`config.mk`:
```
export PLATFORM = sky130hd
export DESIGN_NAME = hard_trap_guard
export DESIGN_NICKNAME = d
export VERILOG_FILES = /design/src/rtl/hard_trap_guard.sv
export SDC_FILE = /design/constraint.sdc
export NUM_CORES = 1
export LEC_CHECK = 0
export BUFFER_PORTS_ARGS = -buffer_cell sky130_fd_sc_hd__buf_2
export CAP_MARGIN = 20
export CORE_AREA = 4 4 41 43
export CTS_BUF_LIST = sky130_fd_sc_hd__clkbuf_8
export DETAILED_ROUTE_END_ITERATION = 8
export DIE_AREA = 0 0 45 47
export GPL_ROUTABILITY_DRIVEN = 0
export PLACE_DENSITY = 0.66
export SLEW_MARGIN = 20
export SYNTH_ARGS = -nofsm -noshare
export SYNTH_HDL_FRONTEND = slang
export SYNTH_SLANG_ARGS = --single-unit
export TNS_END_PERCENT = 1
```
`constraint.sdc`:
```
create_clock -name clk -period 1.9 [get_ports clk]
set_input_delay 0 -clock clk [delete_from_list [all_inputs] [get_ports clk]]
set_output_delay 0 -clock clk [all_outputs]
set_load 0.03 [all_outputs]
```
`src/rtl/hard_trap_guard.sv`:
```
module hard_trap_guard #(
  parameter int N_SRC = 4,
  localparam int ID_W = (N_SRC > 1) ? $clog2(N_SRC) : 1
) (
  input  logic             clk,
  input  logic             por_n,
  input  logic [N_SRC-1:0] trap_req,
  input  logic             trap_ack,
  input  logic             svc_done,
  input  logic             stat_clr,
  output logic             trap_valid,
  output logic [ID_W-1:0]  trap_id,
  output logic             stall,
  output logic             ipl3,
  output logic             rst_req,
  output logic             conflict_flag
);

  typedef enum logic [1:0] {S_IDLE, S_PEND, S_ACKD, S_SVC} phase_t;

  phase_t            ph_q [N_SRC];
  phase_t            ph_d [N_SRC];
  logic [N_SRC-1:0]  busy, above_busy, fresh;
  logic [ID_W-1:0]   sel;
  logic              conflict;
  logic              rst_q, flag_q;

  always_comb begin
    logic run;
    run = 1'b0;
    for (int i = 0; i < N_SRC; i++) begin
      busy[i]       = (ph_q[i] != S_IDLE);
      above_busy[i] = run;
      fresh[i]      = trap_req[i] && (ph_q[i] == S_IDLE);
      run           = run | busy[i];
    end
  end

  always_comb begin
    sel = '0;
    for (int i = N_SRC - 1; i >= 0; i--)
      if (busy[i]) sel = ID_W'(i);
  end

  assign conflict = |(fresh & above_busy);

  always_comb begin
    for (int i = 0; i < N_SRC; i++) begin
      ph_d[i] = ph_q[i];
      if (conflict) ph_d[i] = S_IDLE;
      else begin
        case (ph_q[i])
          S_IDLE: if (trap_req[i]) ph_d[i] = S_PEND;
          S_PEND: if (trap_ack && sel == ID_W'(i)) ph_d[i] = S_ACKD;
          S_ACKD: ph_d[i] = (svc_done && sel == ID_W'(i)) ? S_IDLE : S_SVC;
          S_SVC:  if (svc_done && sel == ID_W'(i)) ph_d[i] = S_IDLE;
          default: ph_d[i] = S_IDLE;
        endcase
      end
    end
  end

  always_ff @(posedge clk or negedge por_n) begin
    if (!por_n) begin
      for (int i = 0; i < N_SRC; i++) ph_q[i] <= S_IDLE;
      rst_q  <= 1'b0;
      flag_q <= 1'b0;
    end else begin
      for (int i = 0; i < N_SRC; i++) ph_q[i] <= ph_d[i];
      rst_q <= conflict;
      if (conflict)      flag_q <= 1'b1;
      else if (stat_clr) flag_q <= 1'b0;
    end
  end

  always_comb begin
    ipl3 = 1'b0;
    for (int i = 0; i < N_SRC; i++)
      if (ph_q[i] == S_ACKD || ph_q[i] == S_SVC) ipl3 = 1'b1;
  end

  assign trap_valid    = |busy;
  assign trap_id       = sel;
  assign stall         = (ph_q[sel] == S_PEND);
  assign rst_req       = rst_q;
  assign conflict_flag = flag_q;

  a_r7_reset_one_cycle: assert property (@(posedge clk) disable iff (!por_n)
    rst_req |=> !rst_req);
  a_r7_reset_clears_all: assert property (@(posedge clk) disable iff (!por_n)
    rst_req |-> !trap_valid);
  a_r8_flag_with_reset: assert property (@(posedge clk) disable iff (!por_n)
    rst_req |-> conflict_flag);
  a_r8_flag_only_sw_clear: assert property (@(posedge clk) disable iff (!por_n)
    $fell(conflict_flag) |-> $past(stat_clr));
  a_r4_ack_drops_stall: assert property (@(posedge clk) disable iff (!por_n)
    (stall && trap_ack && trap_req == '0) |=> !stall);
  a_r6_ipl3_needs_trap: assert property (@(posedge clk) disable iff (!por_n)
    ipl3 |-> trap_valid);
  a_r2_stall_needs_trap: assert property (@(posedge clk) disable iff (!por_n)
    stall |-> trap_valid);

endmodule

```
# Word level (Yosys, flattened, before mapping)
# Cells that the tools add are included.
# W data, S select, Z words.
[totals]
reg_bits = 10
input_bits = 9
out_inout_bits = 7
[classes]
n_lt_le_gt_ge = 1
eq_ne = 28
muxes = 37
n_bitwise = 4
reduce_logical = 32
[ops]
columns = ["op", "count"]
rows = [
  ["$mux W2", 26],
  ["$ne A3 B3 Y1 const B", 12],
  ["$pmux W2 S4", 4],
  ["$eq A2 B2 Y1 const B", 10],
  ["$eq A2 B1 Y1 const B", 6],
  ["$logic_and A1 B1 Y1", 12],
  ["$reduce_and A3 Y1", 4],
  ["$logic_not A2 Y1", 5],
  ["$reduce_bool A2 Y1", 5],
  ["$reduce_or A4 Y1", 2],
  ["$mux W1", 6],
  ["$and A4 B4 Y4", 1],
  ["$bmux W2 S2", 1],
  ["$logic_or A1 B1 Y1", 4],
  ["$ge A3 B3 Y1 const B", 1],
  ["$not A2 Y3", 1],
  ["$or A1 B1 Y1", 2],
]

# Longest topological paths before layout
# Gate-level depths: netlist of the first run.
[depth]
word_depth = 10
mapped_depth = 4
mapped_depth_nobuf = 4

# Worst setup path after synthesis of the first run
# Ideal clock, no wire load.
[synth_timing]
kind = "register to output"
startpoint = "register ph_q[4] (netlist bit)"
endpoint = "output port trap_id[1]"
arrival_time_ps = 1632
path_slack_ps = 268
stages_incl_launch_ff = 3
n_path_buf = 0
path_cell_list = "dfrtp_1 > nor4_4 > a21boi_0"
[synth_between]
elab_chain_len = 3
[synth_lines]
columns = ["element", "line_no", "rtl"]
rows = [
  ["from (decl)", "21", "phase_t ph_q [N_SRC];"],
  ["$reduce_bool A2 Y1", "32", "busy[i] = (ph_q[i] != S_IDLE);"],
  ["$mux W2 (2 in a row)", "42", "if (busy[i]) sel = ID_W'(i);"],
  ["to (decl)", "12", "output logic [ID_W-1:0] trap_id,"],
]
# Every way passes these cells.

# Final worst setup path of the first run
[layout_timing]
startpoint = "register ph_q[4] (netlist bit)"
endpoint = "register ph_q[6] (netlist bit)"
[layout_rtl]
columns = ["element", "line_no", "rtl"]
rows = [
  ["$reduce_bool A2 Y1", "32", ""],
  ["$or A1 B1 Y1 (2 in a row)", "35", "run = run | busy[i];"],
  ["$and A4 B4 Y4 (*)", "45", "assign conflict = |(fresh & above_busy);"],
  ["$reduce_or A4 Y1 (*)", "45", ""],
  ["net conflict", "25", "logic conflict;"],
  ["$ne A3 B3 Y1 (no source line)", "n/a", ""],
  ["$reduce_and A3 Y1 (no source line)", "n/a", ""],
]
# The timed path passes the listed nets; every way through them passes the cells marked *.
# A chain may end at the register's enable or synchronous reset.

==> results_dict.tcl, run 1 <==
set metrics [dict create \
    cp_slowest_stage_delay_ps 440 \
    synth_area_per_cell_um2 9.107 \
    area_delta_synth_final_pct 29.95 \
    grt_max_degree 11 \
    gr-total-overflow 0 \
    rsz0062_at_grt "no" \
    drive_above_1_share_pct 29.27 \
    synth_compound_area_share_pct 24.32 \
    cts_sinks 10 \
    synth_mux_area_share_pct 2.027 \
    ys_top_cells_by_area "dfrtp_1, a21oi_1, nor2_1" \
    endpoint "ph_q[6]$_DFFE_PN0P_" \
    postCtsSetupBuffers 0 \
    io_pins 16 \
    num_vias 513 \
    hold_depth 3 \
    critPathTopFamily "simple AND/OR/NAND/NOR gates" \
    max_freq_ghz 0.6370 \
    die_y_um 47 \
    yosysUniqueCellTypes 23 \
    ctsResizeCount 0 \
    syn_area_um2 555.5 \
    synth_top_area_share_pct 45.05 \
    hp-class "input pin to register" \
    setup_violations 0 \
    rows 13 \
    die_w_um 45 \
    ys_ff_latch 10 \
    drt-pass1-iter-count 4 \
    ctsHoldBuffers 1 \
    crit_arrival_ps 1720 \
    cts_made_buffers 3 \
    r2r-end "ph_q[6]$_DFFE_PN0P_" \
    synth-adder-area-share_pct 0 \
    r2r_slack_ps 330 \
    clock-skew-final_ps 1.282 \
    crit_path_end_kind "register" \
    slowest_stage "dfrtp_1" \
    synth_xor_area_share_pct 0 \
    fin_tns_setup_ps 0 \
    grt_pass1_vias 507 \
    post-dp-hpwl_um 898.7 \
    cts_root_buf "clkbuf_8" \
    r2r_cells 4 \
    path_class "register to register" \
    critPathRequiredTime_ps 2050 \
    num-nets-final 92 \
    drc_errors 0 \
    syn_inst 61 \
    hold_viol_final 0 \
    ys_seq_area_share_pct 45.05 \
    die_area_mm2 0.002115 \
    min_period_over_period_pct 82.63 \
    clkTransAtPathRegs_ps 40 \
    initial_core_util_pct 42.69 \
    final_antenna_net_count 0 \
    clockBufferDepth 2 \
    first_iter_violations 2 \
    crit_path_cell_trace "nor4_4 -> and2_1 -> o22ai_2 -> a211oi_2" \
    synthSimpleGateAreaFrac_pct 26.58 \
    crit_fanout 10 \
    antenna_found_initial 0 \
    grt_pass1_wl_um 2083 \
    period_needed_ps 1570 \
    max-slew-margin-rel_pct 69.51 \
    synth_top_family_by_area "simple AND/OR/NAND/NOR gates" \
    status "finished clean" \
    cp_num_buf_inv 0 \
    vias_per_cell 5.289 \
    startpoint "ph_q[4]$_DFFE_PN0P_" \
    routed_wl_um 1212 \
    startpoint_type "register" \
    hold_start "stat_clr" \
    post_drt_wl_per_cell_um 12.49 \
    cts_max_level 1 \
    io_buffers 15 \
    core-area_mm2 0.001301 \
    clock_latency_ps 230 \
    diodes 0 \
    worst_pin_slew_ps 457.4 \
    gr-usage-all-layers_pct 14.13 \
    r2r_start "ph_q[4]$_DFFE_PN0P_" \
    synth_fp_nets 70 \
    slew_viol_final 0 \
    yosys_warnings 0 \
    synth_largest_area_cell "dfrtp_1" \
    tritoncts "yes" \
    cp.depth 4 \
    drv_cap 0 \
]
tightest hold or removal path, stage by stage:
cell and delay [ps]:
buf_2 90, inv_1 40, a21o_1 90
sequential cells by signal, summed over array words and instances, names as in the netlist:
signal and cells:
rst_req 1, ph_q 8, conflict_flag 1
worst min-delay path by stage:
| stage | end | slack [ps] |
|---|---|---|
| 2_1_floorplan | conflict_flag$_DFFE_PN0P_ | -300 |
| 3_3_place_gp | rst_req$_DFF_PN0_ | -140 |
| 3_5_place_dp | ph_q[1]$_DFFE_PN0P_ | -130 |
| 4_1_cts | conflict_flag$_DFFE_PN0P_ | 30 |
| 6_report | conflict_flag$_DFFE_PN0P_ | 30 |
| 5_1_grt | ph_q[6]$_DFFE_PN0P_ | 30 |
layout make-up:
type                    count  area [um2]
fillers                   137       579.3
flip-flops and latches     10       250.2
clock buffers               4       55.05
well taps                  15       18.77
repair buffers             17       92.59
inverters                   3       11.26
multi-input cells          48       294.0
cells in the final DEF, fill, tap and decap left out:
master          n
and2_1          1
nand2_1         9
nand4_1         1
o22ai_2         1
a21oi_1         8
nor4_4          1
nor2_1         10
dlygate4sd3_1   1
nand3_1         1
a211oi_2        1
nand2b_1        1
inv_1           3
nand4b_1        2
a211oi_1        1
a21boi_0        2
a22oi_1         1
buf_2          15
a311o_1         2
or2_0           1
mux2_2          1
a21o_1          1
o21bai_1        1
buf_4           1
clkbuf_8        4
dfrtp_1        10
o21ai_0         1
or4_1           1
layer usage:
metal | wire, um | vias to the layer above | GRT usage, %
li1 | - | 261 | -
met1 | 580 | 237 | 16.43
met2 | 530 | 11 | 20.90
met3 | 71 | 4 | 5.364
met4 | 29 | 0 | 11.11
met5 | 0 | - | 0
metrics by stage:
stage                     hold slack, ps  cell area [um2]  utilization [%]  std cells  setup slack [ps]
after CTS                          28.37            721.9            55.48         97             331.6
final                              27.76            721.9            55.48         97             330.0
after floorplan                   -295.6            555.5                -         61             267.8
after global placement            -135.4            656.9            50.48         92             387.1
after detailed placement          -129.0            656.9            50.48         92             343.3
after global routing               27.84            721.9            55.48         97             193.4
kinds of logic (layout without fill, tap and decap cells):
family	count (synthesis)	after routing
AOI/OAI and AO/OA	19	19
muxes	1	1
buffers and inverters	3	24
and+or+nand+nor	28	28
DFF	10	10
cell usage after synthesis:
cell and n:
inv_1 3, nand3_1 1, a211oi_1 1, a311o_1 2, o21bai_1 1, a22oi_1 1
or4_1 1, a21oi_1 8, nand4_1 1, mux2_2 1, nor2_1 10, a21o_1 1
nand2b_1 1, a21boi_0 2, or2_0 1, o21ai_0 1, a211oi_2 1, nand2_1 9
nor4_4 1, dfrtp_1 10, o22ai_2 1, and2_1 1, nand4b_1 2
Power of run 1 is not shown: default switching activity piles up to over one toggle a cycle in this logic, so the estimate is an artifact.
==> run 2: changes to the inputs <==
==> constraint.sdc (replaced) <==
create_clock -name clk -period 1.6 [get_ports clk]
set_input_delay 0 -clock clk [delete_from_list [all_inputs] [get_ports clk]]
set_output_delay 0 -clock clk [all_outputs]
set_load 0.03 [all_outputs]
==> results_dict.tcl, run 2 (synthesized netlist as in run 1, its figures left out) <==
set metrics [dict create \
    slew_viol_final 0 \
    cp_slowest_stage_delay_ps 440 \
    first_iter_violations 19 \
    drv_cap 0 \
    cts_max_level 1 \
    die_area_mm2 0.002115 \
    status "finished clean" \
    worst_pin_slew_ps 439.3 \
    diodes 0 \
    grt_pass1_vias 520 \
    clockBufferDepth 2 \
    path_class "register to register" \
    die_w_um 45 \
    rsz0062_at_grt "no" \
    setup_violations 0 \
    layout_common_cells "buf_2, dfrtp_1, nor2_1, nand2_1, a21oi_1" \
    layout_commonest_cell "buf_2" \
    postCtsSetupBuffers 0 \
    fin_tns_setup_ps 0 \
    initial_core_util_pct 42.69 \
    critPathRequiredTime_ps 1750 \
    final_antenna_net_count 0 \
    period_needed_ps 1498 \
    num-nets-final 95 \
    grt_pass1_wl_um 2180 \
    io_pins 16 \
    grt_max_degree 11 \
    cts_root_buf "clkbuf_8" \
    max-slew-margin-rel_pct 70.72 \
    drt-pass1-iter-count 4 \
    crit_arrival_ps 1650 \
    cts_made_buffers 3 \
    die_y_um 47 \
    tritoncts "yes" \
    crit_fanout 10 \
    min_period_over_period_pct 93.61 \
    clkTransAtPathRegs_ps 50 \
    io_buffers 15 \
    crit_path_cell_trace "nor4_4 -> and2_1 -> o22ai_2 -> a211oi_2" \
    gr-usage-all-layers_pct 15.14 \
    seq_area_um2 250.2 \
    core-area_mm2 0.001301 \
    gr-total-overflow 0 \
    max_freq_ghz 0.6677 \
    largest_register_ffs 8 \
    routed_wl_um 1366 \
    top_register "ph_q" \
    startpoint_type "register" \
    slowest_stage "dfrtp_1" \
    multi_input_area_um2 296.5 \
    crit_path_end_kind "register" \
    cts_sinks 10 \
    clock-skew-final_ps 2.707 \
    area_delta_synth_final_pct 34.46 \
    rows 13 \
    num_vias 556 \
    antenna_found_initial 0 \
    vias_per_cell 5.560 \
    hold_viol_final 0 \
    post-dp-hpwl_um 1027 \
    drc_errors 0 \
    post_drt_wl_per_cell_um 13.66 \
    hp-class "input pin to register" \
    fillers 116 \
    drive_above_1_share_pct 32.94 \
    clock_latency_ps 240 \
]
==> run 2: changes by cell type in the layout (fill, tap and decap cells not counted) <==
cell and delta:
nor2_1 -1, a21boi_1 +1, a21boi_0 -1, buf_4 +3, nor2_2 +1
==> run 2: area by class of cell <==
class	instances	area share, %
repair buffers	20	15.41
clock buffers	4	7.370
multi-input cells	48	39.70
flip-flops and latches	10	33.50
well taps	15	2.513
inverters	3	1.508
==> run 2: critical path: cells and delay by family (launching register included) <==
family	cells	cell delay, ps
compound gates	2	410
flops	1	440
simple gates	2	570
==> run 2: metrics by stage <==
stage	instances	setup WS [ps]	hold WS, ps	utilization [%]	cell area, um2
floorplan	61	100.1	-295.6	-	555.5
global placement	95	110.3	-132.1	52.21	679.4
detailed placement	95	59.32	-129.6	52.21	679.4
CTS	100	54.72	24.86	57.21	744.5
global route	100	20.98	39.34	57.40	747.0
finish	100	102.3	24.43	57.40	747.0
==> run 2: worst paths after layout <==
kind                                                start                   endpoint  slack (ps)  cells past startpoint
worst max-delay path                  ph_q[6]$_DFFE_PN0P_        ph_q[6]$_DFFE_PN0P_         100                      4
worst min-delay path                             stat_clr  conflict_flag$_DFFE_PN0P_          20                      3
worst max register to register        ph_q[6]$_DFFE_PN0P_        ph_q[6]$_DFFE_PN0P_         100                      4
worst min register to register  conflict_flag$_DFFE_PN0P_  conflict_flag$_DFFE_PN0P_         480                      1
max in group asynchronous                           por_n        ph_q[0]$_DFFE_PN0P_        1250                      2
min in group asynchronous                           por_n        ph_q[3]$_DFFE_PN0P_         160                      2
==> run 2: timing repair <==
item                                   in CTS  in global routing
setup endpoints to repair                   0                  6
hold buffers                                1                  0
resized for setup                           0                  1
endpoints found under the hold margin      10                  0
==> run 2: routing by layer <==
layer  track usage, %  wire, um  up-vias  part of all wire, %
li1                 -         -      271                    -
met1            17.30       599      265                   44
met2            24.01       660       16                   48
met3            2.682        80        4                  5.9
met4            14.04        24        0                  1.8
met5                0         0        -                    0
Power of run 2 is left out for the same reason.
